### src/rtl/cache_pkg.sv
`timescale 1ns/1ps
// Shared types and codes for the two-way cache.
package cache_pkg;
    typedef enum logic [1:0] {ST_IDLE, ST_WRBACK, ST_FILL} ctl_state_t;
    localparam int POL_LRU   = 0;
    localparam int POL_RAND  = 1;
    localparam int ADV_CLOCK = 0;
    localparam int ADV_REF   = 1;
    localparam int ADV_FILL  = 2;
endpackage

### src/rtl/cache_way_store.sv
`timescale 1ns/1ps
// One way of the cache: per-set valid, dirty, tag and line storage plus
// the tag comparator for the indexed set.
// Assumes fill and word write are never requested in the same cycle.
module cache_way_store #(
    parameter int SETS       = 4,
    parameter int TAG_W      = 6,
    parameter int WORD_W     = 32,
    parameter int LINE_WORDS = 4,
    localparam int SET_W     = $clog2(SETS),
    localparam int WSEL_W    = $clog2(LINE_WORDS),
    localparam int LINE_W    = WORD_W * LINE_WORDS
) (
    input  logic              clk,
    input  logic              rst_n,
    input  logic [SET_W-1:0]  set_i,
    input  logic [TAG_W-1:0]  tag_i,
    input  logic [WSEL_W-1:0] wsel_i,
    input  logic              wr_en_i,
    input  logic [WORD_W-1:0] wr_data_i,
    input  logic              fill_en_i,
    input  logic [LINE_W-1:0] fill_line_i,
    output logic              match_o,
    output logic              valid_o,
    output logic              dirty_o,
    output logic [TAG_W-1:0]  tag_o,
    output logic [LINE_W-1:0] line_o,
    output logic [WORD_W-1:0] word_o
);
    logic [SETS-1:0]   valid_q;
    logic [SETS-1:0]   dirty_q;
    logic [TAG_W-1:0]  tag_q  [SETS];
    logic [LINE_W-1:0] data_q [SETS];

    // Status bits: fill makes the line valid and clean, a store dirties it.
    always_ff @(posedge clk) begin
        if (!rst_n) begin
            valid_q <= '0;
            dirty_q <= '0;
        end else if (fill_en_i) begin
            valid_q[set_i] <= 1'b1;
            dirty_q[set_i] <= 1'b0;
        end else if (wr_en_i) begin
            dirty_q[set_i] <= 1'b1;
        end
    end

    // Tag and data arrays: whole-line install on fill, word merge on store.
    always_ff @(posedge clk) begin
        if (fill_en_i) begin
            tag_q[set_i]  <= tag_i;
            data_q[set_i] <= fill_line_i;
        end else if (wr_en_i) begin
            data_q[set_i][wsel_i*WORD_W +: WORD_W] <= wr_data_i;
        end
    end

    // Lookup of the indexed set.
    always_comb begin
        valid_o = valid_q[set_i];
        dirty_o = dirty_q[set_i];
        tag_o   = tag_q[set_i];
        line_o  = data_q[set_i];
        word_o  = line_o[wsel_i*WORD_W +: WORD_W];
        match_o = valid_o && (tag_o == tag_i);
    end
endmodule

### src/rtl/cache_repl.sv
`timescale 1ns/1ps
// Victim selection for a two-way set. Invalid ways are taken first; else
// per-set LRU bits or one shared toggle counter, chosen by POLICY.
// Assumes ref_i marks a completed access and fill_i a line install.
module cache_repl
    import cache_pkg::*;
#(
    parameter int SETS    = 4,
    parameter int POLICY  = POL_LRU,
    parameter int ADVANCE = ADV_FILL,
    localparam int SET_W  = $clog2(SETS)
) (
    input  logic             clk,
    input  logic             rst_n,
    input  logic [SET_W-1:0] set_i,
    input  logic [1:0]       valid_i,
    input  logic             ref_i,
    input  logic             ref_way_i,
    input  logic             fill_i,
    input  logic             fill_way_i,
    output logic             victim_o
);
    logic pick;

    if (POLICY == POL_LRU) begin : g_lru
        logic [SETS-1:0] lru_q;
        // Each bit names the way of its set not used most recently.
        always_ff @(posedge clk) begin
            if (!rst_n)      lru_q <= '0;
            else if (fill_i) lru_q[set_i] <= ~fill_way_i;
            else if (ref_i)  lru_q[set_i] <= ~ref_way_i;
        end
        assign pick = lru_q[set_i];
        // After a hit, the other way of that set is the next victim.
        AST_LRU_AFTER_HIT: assert property (@(posedge clk) disable iff (!rst_n)
            (ref_i && !fill_i) |=> (lru_q[$past(set_i)] == ~$past(ref_way_i)));
    end else begin : g_rand
        logic cnt_q;
        logic adv;
        logic unused_inputs;
        assign adv = (ADVANCE == ADV_CLOCK) ? 1'b1 :
                     (ADVANCE == ADV_REF)   ? ref_i : fill_i;
        assign unused_inputs = ^{set_i, ref_way_i, fill_way_i, ref_i, fill_i};
        // Shared modulo-2 counter on the selected schedule.
        always_ff @(posedge clk) begin
            if (!rst_n)   cnt_q <= 1'b0;
            else if (adv) cnt_q <= ~cnt_q;
        end
        assign pick = cnt_q;
    end

    // Prefer an empty way, way 0 first.
    always_comb begin
        if (!valid_i[0])      victim_o = 1'b0;
        else if (!valid_i[1]) victim_o = 1'b1;
        else                  victim_o = pick;
    end
endmodule

### src/rtl/cache_ctrl.sv
`timescale 1ns/1ps
// Miss sequencer: idle/lookup, optional write-back, line fill.
// Assumes the processor holds its request stable until cpu_ready.
module cache_ctrl
    import cache_pkg::*;
(
    input  logic clk,
    input  logic rst_n,
    input  logic req_i,
    input  logic hit_i,
    input  logic victim_i,
    input  logic victim_dirty_i,
    input  logic mem_ack_i,
    output logic ready_o,
    output logic mem_req_o,
    output logic mem_we_o,
    output logic fill_o,
    output logic victim_q_o
);
    ctl_state_t state_q;

    // State and latched victim way.
    always_ff @(posedge clk) begin
        if (!rst_n) begin
            state_q    <= ST_IDLE;
            victim_q_o <= 1'b0;
        end else begin
            case (state_q)
                ST_IDLE: if (req_i && !hit_i) begin
                    victim_q_o <= victim_i;
                    state_q    <= victim_dirty_i ? ST_WRBACK : ST_FILL;
                end
                ST_WRBACK: if (mem_ack_i) state_q <= ST_FILL;
                ST_FILL:   if (mem_ack_i) state_q <= ST_IDLE;
                default:   state_q <= ST_IDLE;
            endcase
        end
    end

    // Handshake outputs.
    always_comb begin
        ready_o   = (state_q == ST_IDLE) && req_i && hit_i;
        mem_req_o = (state_q != ST_IDLE);
        mem_we_o  = (state_q == ST_WRBACK);
        fill_o    = (state_q == ST_FILL) && mem_ack_i;
    end

    AST_WB_THEN_FILL: assert property (@(posedge clk) disable iff (!rst_n)
        (mem_req_o && mem_we_o && mem_ack_i) |=> (mem_req_o && !mem_we_o));
    AST_REQ_HELD: assert property (@(posedge clk) disable iff (!rst_n)
        (mem_req_o && !mem_ack_i) |=> (mem_req_o && $stable(mem_we_o)));
endmodule

### src/rtl/cache_2way.sv
`timescale 1ns/1ps
// Two-way set-associative write-back, write-allocate data cache.
// Word requests on the processor side, whole-line handshake on memory side.
// Assumes cpu_valid and its fields are held until cpu_ready.
module cache_2way
    import cache_pkg::*;
#(
    parameter int ADDR_W     = 12,
    parameter int WORD_W     = 32,
    parameter int LINE_WORDS = 4,
    parameter int SETS       = 4,
    parameter int POLICY     = POL_LRU,
    parameter int ADVANCE    = ADV_FILL,
    localparam int BYTE_W    = $clog2(WORD_W / 8),
    localparam int WSEL_W    = $clog2(LINE_WORDS),
    localparam int OFF_W     = BYTE_W + WSEL_W,
    localparam int SET_W     = $clog2(SETS),
    localparam int TAG_W     = ADDR_W - OFF_W - SET_W,
    localparam int LINE_W    = WORD_W * LINE_WORDS,
    localparam int LADDR_W   = ADDR_W - OFF_W
) (
    input  logic               clk,
    input  logic               rst_n,
    input  logic               cpu_valid,
    input  logic               cpu_we,
    input  logic [ADDR_W-1:0]  cpu_addr,
    input  logic [WORD_W-1:0]  cpu_wdata,
    output logic [WORD_W-1:0]  cpu_rdata,
    output logic               cpu_ready,
    output logic               mem_req,
    output logic               mem_we,
    output logic [LADDR_W-1:0] mem_addr,
    output logic [LINE_W-1:0]  mem_wdata,
    input  logic [LINE_W-1:0]  mem_rdata,
    input  logic               mem_ack
);
    logic [SET_W-1:0]  set_idx;
    logic [TAG_W-1:0]  tag_in;
    logic [WSEL_W-1:0] wsel;
    logic              unused_byte;

    logic [1:0]        way_match, way_valid, way_dirty;
    logic [TAG_W-1:0]  way_tag  [2];
    logic [LINE_W-1:0] way_line [2];
    logic [WORD_W-1:0] way_word [2];

    logic hit, victim, victim_q, fill_go;

    // Address field split.
    assign set_idx     = cpu_addr[OFF_W +: SET_W];
    assign tag_in      = cpu_addr[ADDR_W-1 -: TAG_W];
    assign wsel        = cpu_addr[BYTE_W +: WSEL_W];
    assign unused_byte = ^cpu_addr[BYTE_W-1:0];

    for (genvar w = 0; w < 2; w++) begin : g_way
        cache_way_store #(
            .SETS(SETS), .TAG_W(TAG_W), .WORD_W(WORD_W), .LINE_WORDS(LINE_WORDS)
        ) u_way (
            .clk(clk), .rst_n(rst_n),
            .set_i(set_idx), .tag_i(tag_in), .wsel_i(wsel),
            .wr_en_i(cpu_ready && cpu_we && way_match[w]),
            .wr_data_i(cpu_wdata),
            .fill_en_i(fill_go && (victim_q == 1'(w))),
            .fill_line_i(mem_rdata),
            .match_o(way_match[w]), .valid_o(way_valid[w]), .dirty_o(way_dirty[w]),
            .tag_o(way_tag[w]), .line_o(way_line[w]), .word_o(way_word[w])
        );
    end

    assign hit = |way_match;

    cache_repl #(.SETS(SETS), .POLICY(POLICY), .ADVANCE(ADVANCE)) u_repl (
        .clk(clk), .rst_n(rst_n), .set_i(set_idx), .valid_i(way_valid),
        .ref_i(cpu_ready), .ref_way_i(way_match[1]),
        .fill_i(fill_go), .fill_way_i(victim_q), .victim_o(victim)
    );

    cache_ctrl u_ctrl (
        .clk(clk), .rst_n(rst_n), .req_i(cpu_valid), .hit_i(hit),
        .victim_i(victim),
        .victim_dirty_i(way_valid[victim] && way_dirty[victim]),
        .mem_ack_i(mem_ack), .ready_o(cpu_ready), .mem_req_o(mem_req),
        .mem_we_o(mem_we), .fill_o(fill_go), .victim_q_o(victim_q)
    );

    // Data return and memory-side line address and data.
    always_comb begin
        cpu_rdata = way_match[1] ? way_word[1] : way_word[0];
        mem_addr  = mem_we ? {way_tag[victim_q], set_idx} : {tag_in, set_idx};
        mem_wdata = way_line[victim_q];
    end

    AST_ONE_WAY_HITS: assert property (@(posedge clk) disable iff (!rst_n)
        $onehot0(way_match));
    AST_READY_QUIET_MEM: assert property (@(posedge clk) disable iff (!rst_n)
        cpu_ready |-> !mem_req);
    AST_FILL_REPLAYS_HIT: assert property (@(posedge clk) disable iff (!rst_n)
        (fill_go && cpu_valid) |=> hit);
    AST_MEM_ADDR_STABLE: assert property (@(posedge clk) disable iff (!rst_n)
        (mem_req && !mem_ack) |=> $stable(mem_addr));
endmodule

### config.mk
export PLATFORM = sky130hd
export DESIGN_NAME = cache_2way
export DESIGN_NICKNAME = d
export VERILOG_FILES = /design/src/rtl/cache_pkg.sv /design/src/rtl/cache_way_store.sv /design/src/rtl/cache_repl.sv /design/src/rtl/cache_ctrl.sv /design/src/rtl/cache_2way.sv
export SDC_FILE = /design/constraint.sdc
export NUM_CORES = 1
export LEC_CHECK = 0
export ABC_CLOCK_PERIOD_IN_PS = 6200
export CAP_MARGIN = 10
export CORE_ASPECT_RATIO = 1.4
export CORE_UTILIZATION = 45
export CTS_BUF_LIST = sky130_fd_sc_hd__clkbuf_8
export DETAILED_ROUTE_END_ITERATION = 16
export DONT_BUFFER_PORTS = 1
export GPL_TIMING_DRIVEN = 0
export SLEW_MARGIN = 20
export SYNTH_ARGS = -nofsm -noshare
export SYNTH_HDL_FRONTEND = slang
export SYNTH_SLANG_ARGS = --single-unit
export TNS_END_PERCENT = 30
### constraint.sdc
create_clock -name clk -period 6.2 [get_ports clk]
set_input_delay 1.24 -clock clk [delete_from_list [all_inputs] [get_ports clk]]
set_output_delay 1.24 -clock clk [all_outputs]
set_load 0.01 [all_outputs]
==> metrics.md <==
| Metric | Value |
|---|---|
| DP Wirelength | `129,000 µm` |
| Max_cap viols | `0` |
| Post-Syn Nets | `2,875` |
| Worst r2r src | `g_way[0].u_way.tag_q[0][2]` |
| Fin. max-slew vios | `0` |
| Min-delay src | `cpu_addr[8]` |
| Vias per cell | `6.23` |
| Post-Syn Area | `48,400 µm²` |
| Status | `complete, but fails checks` |
| H-tree levels | `4` |
| Gate Count Post-Synth | `2,693` |
| Final hold viol count | `0` |
| Largest net degree at the start of global routing | `19` |
| Total grt overflow | `0` |
| Max VDD drop | `172 µV` |
| Dpl ws | `-1070 ps` |
| Critical Path RT | `4960 ps` |
| Initial antenna violation count | `53` |
| Async S/R FF share, synth | `0%` |
| Yosys reg bits | `1,095` |
| GRT Total Usage | `32.6%` |
| Register area share after synthesis | `67.4%` |
| Nets | `3,108` |
| Root Buffer | `clkbuf_8` |
| Core ar. | `107,000 µm²` |
| Antenna viol nets, final | `0` |
| Reg2Reg Setup Slack | `1650 ps` |
| Synth warn | `0` |
| Drt drc | `0` |
| # IOs | `348` |
| Avg Cell Area, Syn | `18.0 µm²` |
| Die width | `279 µm` |
| Row count | `142` |
| Area Growth Syn to Fin | `15.4%` |
| Layout cells sized above 1 | `38.0%` |
| 1st-iter DRT viols | `3,561` |
| Number of global-route vias before repair | `28.9k` |
| R2r endpoint | `g_way[0].u_way.data_q[3][52]` |
| Drt total wl | `177,000 µm` |
| Final RePlAce weighted congestion | `0.968` |
| Period utilization | `102%` |
| Post-synth cell types | `43` |
| Final worst slack | `-119 ps` |
| Port Buffer Count | `0` |
| CP max FO | `10` |
| Crit. End Element | `output port` |
| Routed WL per cell | `38.4 µm` |
| Vias | `28.6k` |
| Setup TNS | `-421 ps` |
| Initial Utilization | `45.4%` |
| WHS Path Cells | `0` |
| Global-route wire length before repair | `238,000 µm` |
| Commonest non-fill, non-tap cell in the layout | `edfxtp_1` |
| Sink Count | `1,095` |
| FF-to-FF path depth | `8` |
| Min Tclk post-route | `6320 ps` |
| Most used cell, CP | `buf_6` |
| Commonest cells after routing, fill and taps aside | `1,072 x edfxtp_1, 404 x mux2_2, 271 x mux4_2, 166 x clkbuf_8, 137 x and2_1` |
| CP startpoint | `cpu_addr[4]` |
| CP arrival | `5080 ps` |
| Area of the die | `109,000 µm²` |
| Worst stage delay on the critical path | `810 ps` |
| RSZ-0062 raised after global routing | `true` |
| EDFF count, synth | `1,072` |
| Min-Delay Endpoint | `g_way[1].u_way.tag_q[1][2]` |
| Max Fclk | `158 MHz` |
| CP max-delay cell | `nor4_2` |
| Leakage | `17.6 nW` |
| Chip height | `390 µm` |
| Worst Tran Pin Value | `1220 ps` |
| Failing checks | `setup timing` |
| Most used DFF post-synth | `edfxtp_1` |
| Max transition margin | `18.2%` |
| Final Skew | `27.3 ps` |
| Hold crit path type | `input port to flop` |
| Total CTS buffers | `165` |
| Worst skew pair latency | `880 ps` |
| Clock transition at path regs | `70 ps` |
| Power density of the placed cells | `267 nW/µm²` |
| Drt pass-1 iters | `6` |
| CP cell instances | `buf_6, buf_6, mux4_2, xnor2_1, nand2_1, or3b_4, buf_6, buf_1, a211oi_1, nor4_2` |
| CTS tree | `done` |
| Setup violations, final | `10` |
| Max clock buf depth | `3` |
| Setup crit start kind | `input port` |
| Worst Path Class, Setup | `input port to output port` |
critical path, delay by kind of cell:
family | cells | cell delay (ps)
buf+inv | 4 | 1220
mux | 1 | 570
xor+xnor | 1 | 210
simple gates | 3 | 1490
compound gates | 1 | 310
how the worst max path moves through the flow:
stage | slack, ps | end
after detailed placement | -1070 | cpu_rdata[29]
after floorplan | 940 | g_way[1].u_way.data_q[0][0]
after global placement | -2510 | g_way[1].u_way.data_q[2][14]
final | -120 | cpu_rdata[7]
after global routing | -60 | cpu_rdata[22]
after CTS | 0.6 | cpu_rdata[2]
metrics by stage:
| step | hold WS (ps) | total power [mW] | cell area [µm²] | util [%] | instances |
|---|---|---|---|---|---|
| 4_1_cts | 362 | 15.0 | 55400 | 51.9 | 4485 |
| 2_1_floorplan | 432 | 9.04 | 48400 | - | 2693 |
| 3_5_place_dp | 451 | 9.48 | 52100 | 48.8 | 4196 |
| 6_report | 447 | 14.9 | 55900 | 52.3 | 4600 |
| 5_1_grt | 394 | 15.3 | 55800 | 52.3 | 4572 |
| 3_3_place_gp | 441 | 9.43 | 50200 | 47.0 | 4133 |
layout make-up:
cell class,count,area (µm²)
inverter,9,33.8
multi-input combinational,1399,15700
clock buffer,166,2280
sequential,1095,32700
antenna,115,288
fill,8647,50900
buffer,190,918
tap,1440,1800
clock inverter,120,659
timing repair buffer,66,1520
metal layers:
layer	up-vias	track usage (%)	part of all wire, %
met5	-	0	0.071
met4	20	23.6	8.0
met3	407	13.2	12
met2	1774	51.8	48
met1	15000	35.3	32
li1	11500	-	-
synthesized netlist by cell type, drive strengths merged (2+ instances only):
library cell / instances / area [µm²]
a211oi: 58 / 435
a21oi: 40 / 200
a221oi: 4 / 35.0
a31oi: 8 / 50.1
and2: 137 / 857
buf: 98 / 490
clkbuf: 92 / 345
dfxtp: 23 / 460
edfxtp: 1072 / 32200
ha: 5 / 62.6
inv: 9 / 33.8
mux2: 438 / 4960
mux2i: 11 / 110
mux4: 271 / 6100
nand2: 108 / 405
nand2b: 5 / 31.3
nand3: 2 / 10.0
nor2: 143 / 537
nor2b: 2 / 12.5
nor3: 62 / 310
nor3b: 8 / 65.1
nor4: 32 / 225
o2111ai: 2 / 17.5
o21a: 10 / 75.1
o21ai: 15 / 75.1
o311ai: 19 / 166
xnor2: 10 / 87.6
registers in the layout, indices dropped and copies added, names as in the netlist, named ones only:
| signal | count |
|---|---|
| g_way.u_way.valid_q | 8 |
| u_ctrl.victim_q_o | 1 |
| u_repl.g_lru.lru_q | 4 |
| g_way.u_way.tag_q | 48 |
| g_way.u_way.data_q | 1024 |
| u_ctrl.state_q | 2 |
cells by family after synthesis:
family	synth area share (%)
simple gates	5.15
fa+ha+maj	0.129
xor+xnor	0.199
flops	67.4
mux	23.1
compound gates	2.23
buf+inv	1.80
timing repair:
item,CTS,global route
cloned,0,0
gates resized for setup,75,27
setup endpoints to repair,32,19
pin swaps,1,2
hold buffers,0,0
buffers inserted,3,0
where the power goes:
group,internal (mW),total (mW),switching (mW)
combinational,0.418,1.19,0.768
sequential,8.18,8.19,0.0127
clock,2.67,5.56,2.89
total,11.3,14.9,3.67
No activity file was read; power rests on OpenSTA's default activity.
